<file path="src/rtl/cfgs_pkg.sv">
// Package: shared types, register offsets and boost code helpers for the
// strap-sampled configuration controller. Assumes 8-bit offsets and data.
package cfgs_pkg;

    typedef enum logic [1:0] {
        ST_HELD   = 2'd0,
        ST_SETTLE = 2'd1,
        ST_RUN    = 2'd2
    } seq_state_t;

    localparam logic [6:0] TGT_ADDR = 7'h2C;
    localparam logic [7:0] OFS_AC   = 8'h01;
    localparam logic [7:0] OFS_CTL  = 8'h03;
    localparam logic [7:0] OFS_DC   = 8'h0E;

    localparam logic [2:0] AC_MAX_CODE = 3'b111;
    localparam logic [2:0] DC_MID_CODE = 3'b101;

    // AC strap level to thermometer code
    function automatic logic [2:0] ac_level_code(input logic [1:0] lvl);
        logic [2:0] c;
        case (lvl)
            2'd0:    c = 3'b000;
            2'd1:    c = 3'b001;
            2'd2:    c = 3'b011;
            default: c = 3'b111;
        endcase
        return c;
    endfunction

    // DC strap selection to boost code; unused selection maps to mid
    function automatic logic [2:0] dc_sel_code(input logic [1:0] sel);
        logic [2:0] c;
        case (sel)
            2'd0:    c = 3'b011;
            2'd2:    c = 3'b111;
            default: c = DC_MID_CODE;
        endcase
        return c;
    endfunction

    function automatic logic ac_code_ok(input logic [2:0] c);
        return (c == 3'b000) || (c == 3'b001) || (c == 3'b011) || (c == 3'b111);
    endfunction

    function automatic logic dc_code_ok(input logic [2:0] c);
        return (c == 3'b011) || (c == 3'b101) || (c == 3'b111);
    endfunction

endpackage

</file>
<file path="src/rtl/cfgs_reset_qual.sv">
// Reset qualifier: counts consecutive low samples of the enable line and
// flags a valid low once MIN_LOW_CLKS of them have been seen (the flag is
// raised on the qualifying clock itself). Assumes dev_enable is already
// synchronous to clk.
module cfgs_reset_qual #(
    parameter int MIN_LOW_CLKS = 4
) (
    input  logic clk,
    input  logic rst_n,
    input  logic dev_enable,
    output logic valid_low
);
    localparam int CW = $clog2(MIN_LOW_CLKS + 1);
    localparam logic [CW-1:0] LAST = CW'(MIN_LOW_CLKS - 1);

    logic [CW-1:0] low_cnt;

    // count consecutive low samples, saturating at the qualify point
    always_ff @(posedge clk) begin
        if (!rst_n)               low_cnt <= '0;
        else if (dev_enable)      low_cnt <= '0;
        else if (low_cnt != LAST) low_cnt <= low_cnt + 1'b1;
    end

    assign valid_low = !dev_enable && (low_cnt == LAST);

    generate
        if (MIN_LOW_CLKS >= 2) begin : g_chk
            assert_short_low_ignored_R5: assert property (@(posedge clk) disable iff (!rst_n)
                valid_low |-> $past(!dev_enable));
        end
    endgenerate

endmodule

</file>
<file path="src/rtl/cfgs_mode_seq.sv">
// Mode sequencer: holds the block while the enable line is qualified low.
// On release it pulses a strap latch, waits SETTLE_CLKS clocks, then picks
// bus or strap mode from the two bus pin levels. Assumes the pin levels
// are already synchronised.
module cfgs_mode_seq
    import cfgs_pkg::*;
#(
    parameter int SETTLE_CLKS = 3
) (
    input  logic clk,
    input  logic rst_n,
    input  logic dev_enable,
    input  logic valid_low,
    input  logic scl_lvl,
    input  logic sda_lvl,
    output logic strap_latch,
    output logic decide,
    output logic bus_pick,
    output logic run,
    output logic bus_mode
);
    localparam int SW = $clog2(SETTLE_CLKS + 1);
    localparam logic [SW-1:0] SLAST = SW'(SETTLE_CLKS - 1);

    seq_state_t    state;
    logic [SW-1:0] set_cnt;

    assign strap_latch = (state == ST_HELD) && dev_enable;
    assign decide      = (state == ST_SETTLE) && (set_cnt == SLAST) && !valid_low;
    assign bus_pick    = scl_lvl && sda_lvl;
    assign run         = (state == ST_RUN);

    // sequence held -> settle -> run, any qualified low returns to held
    always_ff @(posedge clk) begin
        if (!rst_n || valid_low) begin
            state <= ST_HELD;
        end else begin
            case (state)
                ST_HELD:   if (dev_enable) state <= ST_SETTLE;
                ST_SETTLE: if (set_cnt == SLAST) state <= ST_RUN;
                default:   state <= ST_RUN;
            endcase
        end
    end

    // settle delay counter, cleared outside the settle state
    always_ff @(posedge clk) begin
        if (!rst_n || valid_low || state != ST_SETTLE) set_cnt <= '0;
        else if (set_cnt != SLAST)                      set_cnt <= set_cnt + 1'b1;
    end

    // mode flag decided once per release
    always_ff @(posedge clk) begin
        if (!rst_n || valid_low) bus_mode <= 1'b0;
        else if (decide)         bus_mode <= bus_pick;
    end

    assert_held_after_qual_R5: assert property (@(posedge clk) disable iff (!rst_n)
        valid_low |=> (!run && !bus_mode));
    assert_run_after_settle_R4: assert property (@(posedge clk) disable iff (!rst_n)
        decide |=> (run && (bus_mode == $past(bus_pick))));

endmodule

</file>
<file path="src/rtl/cfgs_regfile.sv">
// Register file: AC code (0x01 bits 6:4), control flag (0x03 bit 0) and
// DC code (0x0E bits 2:0). It latches the straps on release and accepts
// bus writes only while running in bus mode with a matching target
// address. Illegal codes and reserved bits are dropped.
module cfgs_regfile
    import cfgs_pkg::*;
(
    input  logic       clk,
    input  logic       rst_n,
    input  logic       valid_low,
    input  logic       strap_latch,
    input  logic       decide,
    input  logic       bus_pick,
    input  logic       run,
    input  logic       bus_mode,
    input  logic [1:0] ac_strap_lvl,
    input  logic       ac_strap_open,
    input  logic [1:0] dc_strap_sel,
    input  logic [6:0] bus_addr,
    input  logic       reg_wr,
    input  logic [7:0] reg_addr,
    input  logic [7:0] reg_wdata,
    output logic [7:0] reg_rdata,
    output logic [2:0] ac_q,
    output logic [2:0] dc_q,
    output logic       cfg_q
);
    logic       wr_fire;
    logic [2:0] ac_wcode;
    logic [2:0] dc_wcode;
    logic       wdata_unused;

    assign wr_fire      = reg_wr && run && bus_mode && (bus_addr == TGT_ADDR) && !valid_low;
    assign ac_wcode     = reg_wdata[6:4];
    assign dc_wcode     = reg_wdata[2:0];
    assign wdata_unused = reg_wdata[7] ^ reg_wdata[3];

    // AC boost code: strap on release, legal bus writes later
    always_ff @(posedge clk) begin
        if (!rst_n)
            ac_q <= AC_MAX_CODE;
        else if (strap_latch)
            ac_q <= ac_strap_open ? AC_MAX_CODE : ac_level_code(ac_strap_lvl);
        else if (wr_fire && reg_addr == OFS_AC && ac_code_ok(ac_wcode))
            ac_q <= ac_wcode;
    end

    // DC boost code: strap on release, legal bus writes later
    always_ff @(posedge clk) begin
        if (!rst_n)
            dc_q <= DC_MID_CODE;
        else if (strap_latch)
            dc_q <= dc_sel_code(dc_strap_sel);
        else if (wr_fire && reg_addr == OFS_DC && dc_code_ok(dc_wcode))
            dc_q <= dc_wcode;
    end

    // configuration-active flag: set on hold, resolved at mode pick, bus writable
    always_ff @(posedge clk) begin
        if (!rst_n || valid_low)                cfg_q <= 1'b1;
        else if (decide)                        cfg_q <= bus_pick;
        else if (wr_fire && reg_addr == OFS_CTL) cfg_q <= reg_wdata[0];
    end

    // read mux with reserved fields returning zero
    always_comb begin
        case (reg_addr)
            OFS_AC:  reg_rdata = {1'b0, ac_q, 4'b0000};
            OFS_CTL: reg_rdata = {7'b0, cfg_q};
            OFS_DC:  reg_rdata = {5'b0, dc_q};
            default: reg_rdata = 8'h00;
        endcase
    end

    assert_ac_code_legal_R8: assert property (@(posedge clk) disable iff (!rst_n)
        ac_code_ok(ac_q));
    assert_dc_code_legal_R9: assert property (@(posedge clk) disable iff (!rst_n)
        dc_code_ok(dc_q));
    assert_ac_hold_R6: assert property (@(posedge clk) disable iff (!rst_n)
        (!strap_latch && !reg_wr) |=> $stable(ac_q));

endmodule

</file>
<file path="src/rtl/cfg_strap_ctrl.sv">
// Top: strap-sampled boost configuration controller. It wires the reset
// qualifier, the mode sequencer and the register file, and gates the link
// monitor enable with the configuration flag. Assumes every input is
// synchronous to clk.
module cfg_strap_ctrl #(
    parameter int MIN_LOW_CLKS = 4,
    parameter int SETTLE_CLKS  = 3
) (
    input  logic       clk,
    input  logic       rst_n,
    input  logic       dev_enable,
    input  logic [1:0] ac_strap_lvl,
    input  logic       ac_strap_open,
    input  logic [1:0] dc_strap_sel,
    input  logic       scl_lvl,
    input  logic       sda_lvl,
    input  logic [6:0] bus_addr,
    input  logic       reg_wr,
    input  logic [7:0] reg_addr,
    input  logic [7:0] reg_wdata,
    output logic [7:0] reg_rdata,
    output logic [2:0] ac_boost,
    output logic [2:0] dc_boost,
    output logic       cfg_active,
    output logic       bus_mode,
    output logic       monitor_en
);
    logic valid_low, strap_latch, decide, bus_pick, run;

    cfgs_reset_qual #(.MIN_LOW_CLKS(MIN_LOW_CLKS)) u_qual (
        .clk        (clk),
        .rst_n      (rst_n),
        .dev_enable (dev_enable),
        .valid_low  (valid_low)
    );

    cfgs_mode_seq #(.SETTLE_CLKS(SETTLE_CLKS)) u_seq (
        .clk         (clk),
        .rst_n       (rst_n),
        .dev_enable  (dev_enable),
        .valid_low   (valid_low),
        .scl_lvl     (scl_lvl),
        .sda_lvl     (sda_lvl),
        .strap_latch (strap_latch),
        .decide      (decide),
        .bus_pick    (bus_pick),
        .run         (run),
        .bus_mode    (bus_mode)
    );

    cfgs_regfile u_regs (
        .clk           (clk),
        .rst_n         (rst_n),
        .valid_low     (valid_low),
        .strap_latch   (strap_latch),
        .decide        (decide),
        .bus_pick      (bus_pick),
        .run           (run),
        .bus_mode      (bus_mode),
        .ac_strap_lvl  (ac_strap_lvl),
        .ac_strap_open (ac_strap_open),
        .dc_strap_sel  (dc_strap_sel),
        .bus_addr      (bus_addr),
        .reg_wr        (reg_wr),
        .reg_addr      (reg_addr),
        .reg_wdata     (reg_wdata),
        .reg_rdata     (reg_rdata),
        .ac_q          (ac_boost),
        .dc_q          (dc_boost),
        .cfg_q         (cfg_active)
    );

    assign monitor_en = run && !cfg_active;

    assert_strap_cfg_clears_R4: assert property (@(posedge clk) disable iff (!rst_n)
        ($rose(run) && !bus_mode) |-> !cfg_active);
    assert_no_write_in_strap_R7: assert property (@(posedge clk) disable iff (!rst_n)
        (run && !bus_mode && !$rose(run)) |-> !cfg_active);

endmodule

</file>
<file path="config.mk">
export PLATFORM = sky130hd
export DESIGN_NAME = cfg_strap_ctrl
export DESIGN_NICKNAME = d
export VERILOG_FILES = /design/src/rtl/cfgs_pkg.sv /design/src/rtl/cfgs_reset_qual.sv /design/src/rtl/cfgs_mode_seq.sv /design/src/rtl/cfgs_regfile.sv /design/src/rtl/cfg_strap_ctrl.sv
export SDC_FILE = /design/constraint.sdc
export NUM_CORES = 1
export LEC_CHECK = 0
export BUFFER_PORTS_ARGS = -buffer_cell sky130_fd_sc_hd__buf_2
export CORE_MARGIN = 10
export CORE_UTILIZATION = 46
export CTS_BUF_LIST = sky130_fd_sc_hd__clkbuf_8
export CTS_CLUSTER_SIZE = 8
export DETAILED_ROUTE_END_ITERATION = 8
export PLACE_DENSITY_LB_ADDON = 0.3
export SLEW_MARGIN = 20
export SYNTH_ARGS = -nofsm -noshare
export SYNTH_HDL_FRONTEND = slang
export SYNTH_SLANG_ARGS = --single-unit
export TNS_END_PERCENT = 5
</file>
<file path="constraint.sdc">
create_clock -name clk -period 2.6 [get_ports clk]
set_clock_uncertainty 0.15 [all_clocks]
set_input_delay 0.65 -clock clk [delete_from_list [all_inputs] [get_ports clk]]
set_output_delay 0.65 -clock clk [all_outputs]
set_load 0.1 [all_outputs]
</file>
==> results.yml, run 1 <==
clock_network:
  clkSlewWorstSetupHoldPaths_ps: 60
  clock_latency_ps: 260
  cts_hold_buf: 0
  post_cts_resized: 0
  clk_path_buf_depth: 2
  cts_root_buffer: "clkbuf_8"
  numClockSinks: 15
  cts-buffers-inserted: 3
  cts_tree: "done"
  h-tree-depth: 1
outcome:
  status: "completed"
sta:
  final_max_slew_viol_count: 0
  setup_viol: 0
  fin_crit_sh: 0.982
  fmax_mhz: 392
  hold_violations: 0
  setup_slack_ps: 45.9
  period_minus_slack_ps: 2550
critical_path:
  crit_slowest_cell: "and4b_2"
  cpPeakStageDelay_ps: 310
  reg2reg_depth: 7
  r2r_slack_ps: 620
  cp_top_family: "simple AND/OR/NAND/NOR gates"
  critPathBufInv: 2
  cp.depth: 5
  critPathMaxFanout: 4
  critPathCaptureType: "output pin"
  cp.arrival_ps: 1750
  start_kind: "input pin"
  path_cells: "buf_2 -> nor4_4 -> and4b_2 -> and2_1 -> buf_12"
  required_ps: 1800
  critPathKind: "input pin to output pin"
power:
  peakVddDrop_v: 0.000396
  p_leak_nw: 0.622
  finalPower_mw: 0.577
  switching_share: 0.329
  pwr-share-comb: 0.238
  pwr-share-clk: 0.334
  power_density_nw_per_um2: 421
  seq_power_share: 0.428
  power.internal_mw: 0.387
  p_sw_mw: 0.190
cells_and_area:
  mostFrequentLayoutCells: "40 x buf_2, 15 x dfxtp_1, 14 x nor2_1"
  post-route-util: 0.699
  drive_gt1_frac: 0.394
  mostFrequentLayoutCell: "buf_2"
  final_nets: 203
  final_cells: 192
  antenna_cells: 0
  syn2layout_area_growth_pct: 45.0
  fin_area_um2: 1370
placed_design:
  post-place-ws_ps: 13.3
  placed_area_um2: 1320
  gp_congestion: 0.807
  io_buffers: 46
  dp_cells: 187
  dp_hpwl_um: 2450
die:
  die_y_um: 65.3
  core-area_um2: 1960
  die_w_um: 65.3
  initial_core_util: 0.482
  die_area_um2: 4270
  io_pins: 51
  rows: 16
routing:
  wl_per_cell_um: 15.4
  post-route-drc-count: 0
  first_pass_iters: 4
  finalWirelength_um: 2960
  drt_iter0_markers: 61
  vias: 1070
  ant_nets: 0
  vias_per_cell: 5.57
yosys:
  synth_edf_count: 0
  yosysUniqueCellTypes: 39
  async_flop_share: 0
  synth.avg_cell_area_um2: 8.30
  synthCells: 114
  yosys_warnings: 0
  syn_area_um2: 946
  ys_ff_latch: 15
  ys.flop_type: "dfxtp_1"
  seq_area_frac_synth: 0.317
hold_path:
  hp-class: "register to register"
  hold_path_depth: 2
global_route:
  grt_pass1_vias: 1114
  grt_overflow: 0
  grt_first_pass_wirelength_um: 4800
  grt_max_degree: 10
  antenna_found_initial: 0
  grt_use_total: 0.139
flow_run:
  maxCapViolCount: 0
sequential cells by signal (all words and copies together) (netlist names):
register,flops
u_regs.cfg_q,1
u_seq.bus_mode,1
u_seq.state,2
u_seq.set_cnt,2
u_regs.dc_q,3
u_regs.ac_q,3
u_qual.low_cnt,3
final cells by class:
| cell class | instances | area, um2 |
|---|---|---|
| clock inverter | 1 | 3.75 |
| clock buffer | 3 | 41.3 |
| fill | 171 | 591 |
| sequential | 15 | 300 |
| timing repair buffer | 49 | 343 |
| inverter | 3 | 11.3 |
| tap | 27 | 33.8 |
| multi-input combinational | 94 | 638 |
Yosys cell counts (2+ instances only):
library cell / number / area (um2)
nor2_1: 15 / 56.3
a21oi_1: 7 / 35.0
nor2b_1: 2 / 12.5
nor3_1: 9 / 45.0
nor3b_1: 2 / 15.0
nand2b_1: 4 / 25.0
nand2_1: 11 / 41.3
nand4_1: 3 / 18.8
xor2_1: 2 / 17.5
ha_1: 3 / 37.5
buf_4: 2 / 15.0
dfxtp_1: 15 / 300
inv_1: 3 / 11.3
and2_1: 7 / 43.8
a31oi_1: 5 / 31.3
power groups by stage:
stage / clock network (mW) / registers, mW / logic (mW)
4_1_cts: 0.198 / 0.247 / 0.136
6_report: 0.193 / 0.247 / 0.137
5_1_grt: 0.208 / 0.249 / 0.148
3_5_place_dp: 0 / 0.252 / 0.136
3_3_place_gp: 0 / 0.251 / 0.131
2_1_floorplan: 0 / 0.283 / 0.0591
timing repair:
item,CTS,global route
gates cloned,0,0
pin swaps,1,1
setup endpoints to repair,1,2
buffers inserted,0,1
routing by layer:
metal,vias to the layer above,track usage,wire [um]
li1,521,-,-
met1,503,0.128,1130
met2,39,0.252,1520
met3,7,0.0475,240
met4,0,0.0936,73
met5,-,0,0
tightest hold or removal path: stages (launching register included):
cell	delay, ps
dfxtp_1	330
a21oi_1	60
nor2_1	70
path summary, 6_finish.rpt:
kind / from / end
setup reg to reg: u_qual.low_cnt[0]$_SDFFE_PP0P_ / u_regs.cfg_q$_SDFFE_PP1P_
hold reg to reg: u_qual.low_cnt[2]$_SDFFE_PP0P_ / u_qual.low_cnt[2]$_SDFFE_PP0P_
setup / recovery: reg_addr[7] / reg_rdata[4]
hold / removal: u_qual.low_cnt[2]$_SDFFE_PP0P_ / u_qual.low_cnt[2]$_SDFFE_PP0P_
logic make-up after synthesis:
| group | after synthesis | synth area share |
|---|---|---|
| compound gates | 19 | 0.139 |
| xor+xnor | 2 | 0.0185 |
| fa+ha+maj | 3 | 0.0397 |
| buf+inv | 6 | 0.0317 |
| flops | 15 | 0.317 |
| mux | 2 | 0.0225 |
| other cells | 1 | 0.00396 |
| simple gates | 66 | 0.427 |
stage by stage:
stage          hold WS [ps]  setup TNS (ps)
5_1_grt                 366           -12.8
4_1_cts                 342               0
2_1_floorplan           309           -1030
3_3_place_gp            313               0
3_5_place_dp            327               0
6_report                343               0
Power figures use the tool's default switching activity.
==> run 2, diff against run 1 <==
--- a/config.mk
+++ b/config.mk
@@ -11,6 +11,7 @@
 export CTS_BUF_LIST = sky130_fd_sc_hd__clkbuf_8
 export CTS_CLUSTER_SIZE = 8
 export DETAILED_ROUTE_END_ITERATION = 8
+export HOLD_SLACK_MARGIN = 0.15
 export PLACE_DENSITY_LB_ADDON = 0.3
 export SLEW_MARGIN = 20
 export SYNTH_ARGS = -nofsm -noshare
==> constraint.sdc (replaced) <==
create_clock -name clk -period 2.6 [get_ports clk]
set_clock_uncertainty 0.15 [all_clocks]
set_input_delay 0.52 -clock clk [delete_from_list [all_inputs] [get_ports clk]]
set_output_delay 0.52 -clock clk [all_outputs]
set_load 0.1 [all_outputs]
==> run 2 against run 1 <==
Compared with the run above:
- setup slack better by 210 ps
- non-clock buffer count down 3
- first-iteration DRC count down 49%
- clock power about the same
- critical endpoint unchanged
- largest cell class unchanged
- critical path depth unchanged
==> results.yml, run 2 (synthesis gave the netlist of run 1 again) <==
power:
  peakVddDrop_v: 0.000378
  switching_share: 0.329
  pwr-share-clk: 0.333
  p_sw_mw: 0.189
  seq_power_share: 0.428
  finalPower_mw: 0.576
  power.internal_mw: 0.387
  pwr-share-comb: 0.239
  p_leak_nw: 0.599
  power_density_nw_per_um2: 428
outcome:
  status: "completed"
cells_and_area:
  mostFrequentLayoutCells: "40 x buf_2, 15 x dfxtp_1, 14 x nor2_1"
  drive_gt1_frac: 0.389
  final_nets: 200
  reg.largest.list: "u_qual.low_cnt x3, u_regs.ac_q x3, u_regs.dc_q x3"
  antenna_cells: 0
  syn2layout_area_growth_pct: 42.1
  mostFrequentLayoutCell: "buf_2"
  final_cells: 189
clock_network:
  cts_tree: "done"
  post_cts_resized: 0
  h-tree-depth: 1
  cts_hold_buf: 0
  cts_root_buffer: "clkbuf_8"
  post_cts_buffers: 0
  numClockSinks: 15
  clkSlewWorstSetupHoldPaths_ps: 60
  clk_path_buf_depth: 2
  cts-buffers-inserted: 3
  clock_latency_ps: 250
die:
  core-area_um2: 1960
  initial_core_util: 0.482
  io_pins: 51
  die_area_um2: 4270
  die_w_um: 65.3
  rows: 16
  die_y_um: 65.3
critical_path:
  start_kind: "input pin"
  cp.arrival_ps: 1670
  reg2reg_depth: 7
  r2r_start: "u_qual.low_cnt[0]$_SDFFE_PP0P_"
  r2r_slack_ps: 610
  critPathMaxFanout: 5
  cp-startpoint: "reg_addr[7]"
  critPathCaptureType: "output pin"
  required_ps: 1930
  r2r-end: "u_regs.cfg_q$_SDFFE_PP1P_"
  critPathKind: "input pin to output pin"
  critPathCapture: "reg_rdata[4]"
sta:
  setup_viol: 0
  fin_crit_sh: 0.900
  period_minus_slack_ps: 2340
  whs_ps: 346
  final_max_slew_viol_count: 0
  grt_setup_unrepaired: "false"
  fin_tns_setup_ps: 0
  fmax_mhz: 427
  hold_violations: 0
placed_design:
  dp_cells: 185
  gp_congestion: 0.944
  io_buffers: 46
  dp_hpwl_um: 2470
hold_path:
  hp-class: "register to register"
  hold_path.startpoint: "u_regs.dc_q[2]$_SDFFE_PN1P_"
routing:
  ant_nets: 0
  drt_iter0_markers: 31
  first_pass_iters: 4
  vias_per_cell: 5.56
  post-route-drc-count: 0
  wl_per_cell_um: 15.8
  vias: 1050
  finalWirelength_um: 2990
global_route:
  grt_first_pass_wirelength_um: 4950
  grt_pass1_vias: 1148
  grt_max_degree: 10
  grt_overflow: 0
  antenna_found_initial: 0
  grt_use_total: 0.141
flow_run:
  maxCapViolCount: 0
run 2: changes by cell type in the layout (fill, tap and decap cells not counted), sizes merged:
cell and delta:
buf -3, clkinv +1, inv -1
run 2: area by class of cell:
class                      count  area [um2]
tap                           27        33.8
sequential                    15         300
clock inverter                 1        5.00
inverter                       3        11.3
clock buffer                   3        41.3
multi-input combinational     94         632
timing repair buffer          46         320
fill                         184         618
run 2: power groups by stage:
| stage | clock, mW | combinational, mW | sequential [mW] |
|---|---|---|---|
| final | 0.192 | 0.137 | 0.247 |
| after global routing | 0.207 | 0.148 | 0.248 |
| after CTS | 0.192 | 0.137 | 0.246 |
| after detailed placement | 0 | 0.136 | 0.251 |
| after global placement | 0 | 0.132 | 0.251 |
| after floorplan | 0 | 0.0590 | 0.283 |
run 2: worst min-delay path by stage:
stage | endpoint | slack, ps | depth (start not counted)
after detailed placement | u_regs.dc_q[2]$_SDFFE_PN1P_ | 330 | 2
after global routing | u_regs.dc_q[2]$_SDFFE_PN1P_ | 370 | 2
after CTS | u_regs.dc_q[2]$_SDFFE_PN1P_ | 340 | 2
after global placement | u_regs.dc_q[0]$_SDFFE_PN1P_ | 310 | 2
after floorplan | u_qual.low_cnt[2]$_SDFFE_PP0P_ | 310 | 2
final | u_regs.dc_q[2]$_SDFFE_PN1P_ | 350 | 2
run 2: worst max-delay path, stage by stage:
cell and delay (ps):
buf_2 110, nor4_4 340, and4b_2 330, and2_1 180, buf_12 180
run 2: routing by layer:
metal	vias up	wire (um)	track usage
met5	-	0	0
met4	0	64	0.0561
met3	9	333	0.0695
met2	54	1480	0.255
met1	477	1120	0.134
li1	510	-	-
run 2: through the flow:
| step | util | area [um2] | setup slack (ps) |
|---|---|---|---|
| after floorplan | - | 962 | -95.6 |
| after global placement | 0.661 | 1300 | 270 |
| after detailed placement | 0.661 | 1300 | 250 |
| after CTS | 0.685 | 1340 | 253 |
| after global routing | 0.685 | 1340 | 186 |
| final | 0.685 | 1340 | 260 |
==> run 3, diff against run 2 <==
--- a/config.mk
+++ b/config.mk
@@ -5,7 +5,7 @@
 export SDC_FILE = /design/constraint.sdc
 export NUM_CORES = 1
 export LEC_CHECK = 0
-export BUFFER_PORTS_ARGS = -buffer_cell sky130_fd_sc_hd__buf_2
+export BUFFER_PORTS_ARGS = -buffer_cell sky130_fd_sc_hd__clkbuf_2
 export CORE_MARGIN = 10
 export CORE_UTILIZATION = 46
 export CTS_BUF_LIST = sky130_fd_sc_hd__clkbuf_8
==> run 3 against run 2 <==
Compared with the run above:
- routed wire length is 6.3% lower
- critical path depth stayed put
- first-iteration DRC count rose by 9.7%
- fmax fell by 0.70%
- via count rose by 0.67%
- combinational power hardly changed
- global-route usage shrank 0.18 points
- die area is the same
- flip-flop and latch count stayed put
==> results.yml, run 3 (synthesis gave the netlist of run 1 again) <==
outcome:
  status: "completed"
placed_design:
  post-place-ws_ps: 244
  dp_cells: 185
  gp_congestion: 0.973
  dp_hpwl_um: 2410
  io_buffers: 46
clock_network:
  cts_tree: "done"
  clock_latency_ps: 250
  h-tree-depth: 1
  cts-buffers-inserted: 3
  post_cts_resized: 0
  post_cts_buffers: 0
  cts_root_buffer: "clkbuf_8"
  numClockSinks: 15
  cts_hold_buf: 0
  clk_path_buf_depth: 2
  clkSlewWorstSetupHoldPaths_ps: 60
power:
  switching_share: 0.324
  power_density_nw_per_um2: 424
  p_sw_mw: 0.185
  p_leak_nw: 0.613
  pwr-share-clk: 0.330
  peakVddDrop_v: 0.000311
  pwr-share-comb: 0.237
  power.internal_mw: 0.385
  seq_power_share: 0.433
global_route:
  grt_pass1_vias: 1031
  met2_usage: 0.241
  busiest_layer: "met2"
  grt_first_pass_wirelength_um: 4760
  grt_use_total: 0.139
  grtUsageMet3: 0.0542
  grt_overflow: 0
  met1_usage: 0.144
  grt_max_degree: 10
  antenna_found_initial: 0
routing:
  drt_iter0_markers: 34
  wl_per_cell_um: 14.8
  post-route-drc-count: 0
  vias: 1057
  first_pass_iters: 4
  ant_nets: 0
  finalWirelength_um: 2810
  vias_per_cell: 5.59
critical_path:
  critPathKind: "input pin to output pin"
  required_ps: 1930
  cp_top_family: "simple AND/OR/NAND/NOR gates"
  critPathBufInv: 2
  reg2reg_depth: 7
  critPathMaxFanout: 5
  cp.depth: 5
  critPathCaptureType: "output pin"
  start_kind: "input pin"
  cp.arrival_ps: 1690
  path_cells: "clkbuf_2 -> nor4_4 -> and4b_2 -> and2_1 -> buf_12"
  crit_slowest_cell: "nor4_4"
  r2r_slack_ps: 600
  cpPeakStageDelay_ps: 350
cells_and_area:
  multi_input_area_um2: 632
  final_cells: 189
  mostFrequentLayoutCell: "clkbuf_2"
  post-route-util: 0.684
  regArea_um2: 300
  syn2layout_area_growth_pct: 41.9
  fill_cells: 183
  reg.largest.list: "u_qual.low_cnt x3, u_regs.ac_q x3, u_regs.dc_q x3"
  antenna_cells: 0
  mostFrequentLayoutCells: "40 x clkbuf_2, 15 x dfxtp_1, 14 x nor2_1"
  drive_gt1_frac: 0.383
  final_nets: 200
die:
  core-area_um2: 1960
  initial_core_util: 0.482
  rows: 16
  io_pins: 51
  die_y_um: 65.3
  die_w_um: 65.3
  die_area_um2: 4270
sta:
  worst_pin_slew_ps: 553
  period_minus_slack_ps: 2360
  fmax_mhz: 424
  whs_ps: 328
  setup_slack_ps: 244
  hold_violations: 0
  setup_viol: 0
  fin_crit_sh: 0.906
  grt_setup_unrepaired: "false"
  final_max_slew_viol_count: 0
  fin_tns_setup_ps: 0
  max_slew_margin: 0.633
hold_path:
  hold_path_depth: 2
  hp-class: "register to register"
flow_run:
  maxCapViolCount: 0
## run 3: layer usage
layer,part of all wire,vias up
met3,0.12,6
met4,0.014,0
met1,0.37,478
met5,0,-
met2,0.50,58
li1,-,515
## run 3: metrics by stage
step / total power [mW] / cell area, um2
after floorplan: 0.342 / 962
final: 0.570 / 1340
after detailed placement: 0.386 / 1300
after global placement: 0.382 / 1300
after CTS: 0.574 / 1340
after global routing: 0.601 / 1340
## run 3: worst min-delay path: cells and delay by family, from the launching register on
family	cells	cell delay, ps
AND/OR/NAND/NOR	2	100
flip-flops	1	350
## run 3: power groups by stage
stage          Combinational (mW)  Sequential [mW]  Clock, mW
3_5_place_dp                0.134            0.252          0
5_1_grt                     0.146            0.248      0.207
6_report                    0.135            0.247      0.188
3_3_place_gp                0.131            0.251          0
2_1_floorplan              0.0590            0.283          0
4_1_cts                     0.134            0.247      0.193
## run 3: area by class of cell
cell class | instances | share of cell area
Clock buffer | 3 | 0.0308
Clock inverter | 1 | 0.00280
Inverter | 3 | 0.00839
Multi-Input combinational cell | 94 | 0.471
Sequential cell | 15 | 0.224
Tap cell | 27 | 0.0252
Timing Repair Buffer | 46 | 0.239
## run 3: final timing paths
check | start | to
worst max-delay path | reg_addr[7] | reg_rdata[6]
worst min-delay path | u_regs.dc_q[0]$_SDFFE_PN1P_ | u_regs.dc_q[0]$_SDFFE_PN1P_
worst max register to register | u_qual.low_cnt[0]$_SDFFE_PP0P_ | u_regs.cfg_q$_SDFFE_PP1P_
worst min register to register | u_regs.dc_q[0]$_SDFFE_PN1P_ | u_regs.dc_q[0]$_SDFFE_PN1P_
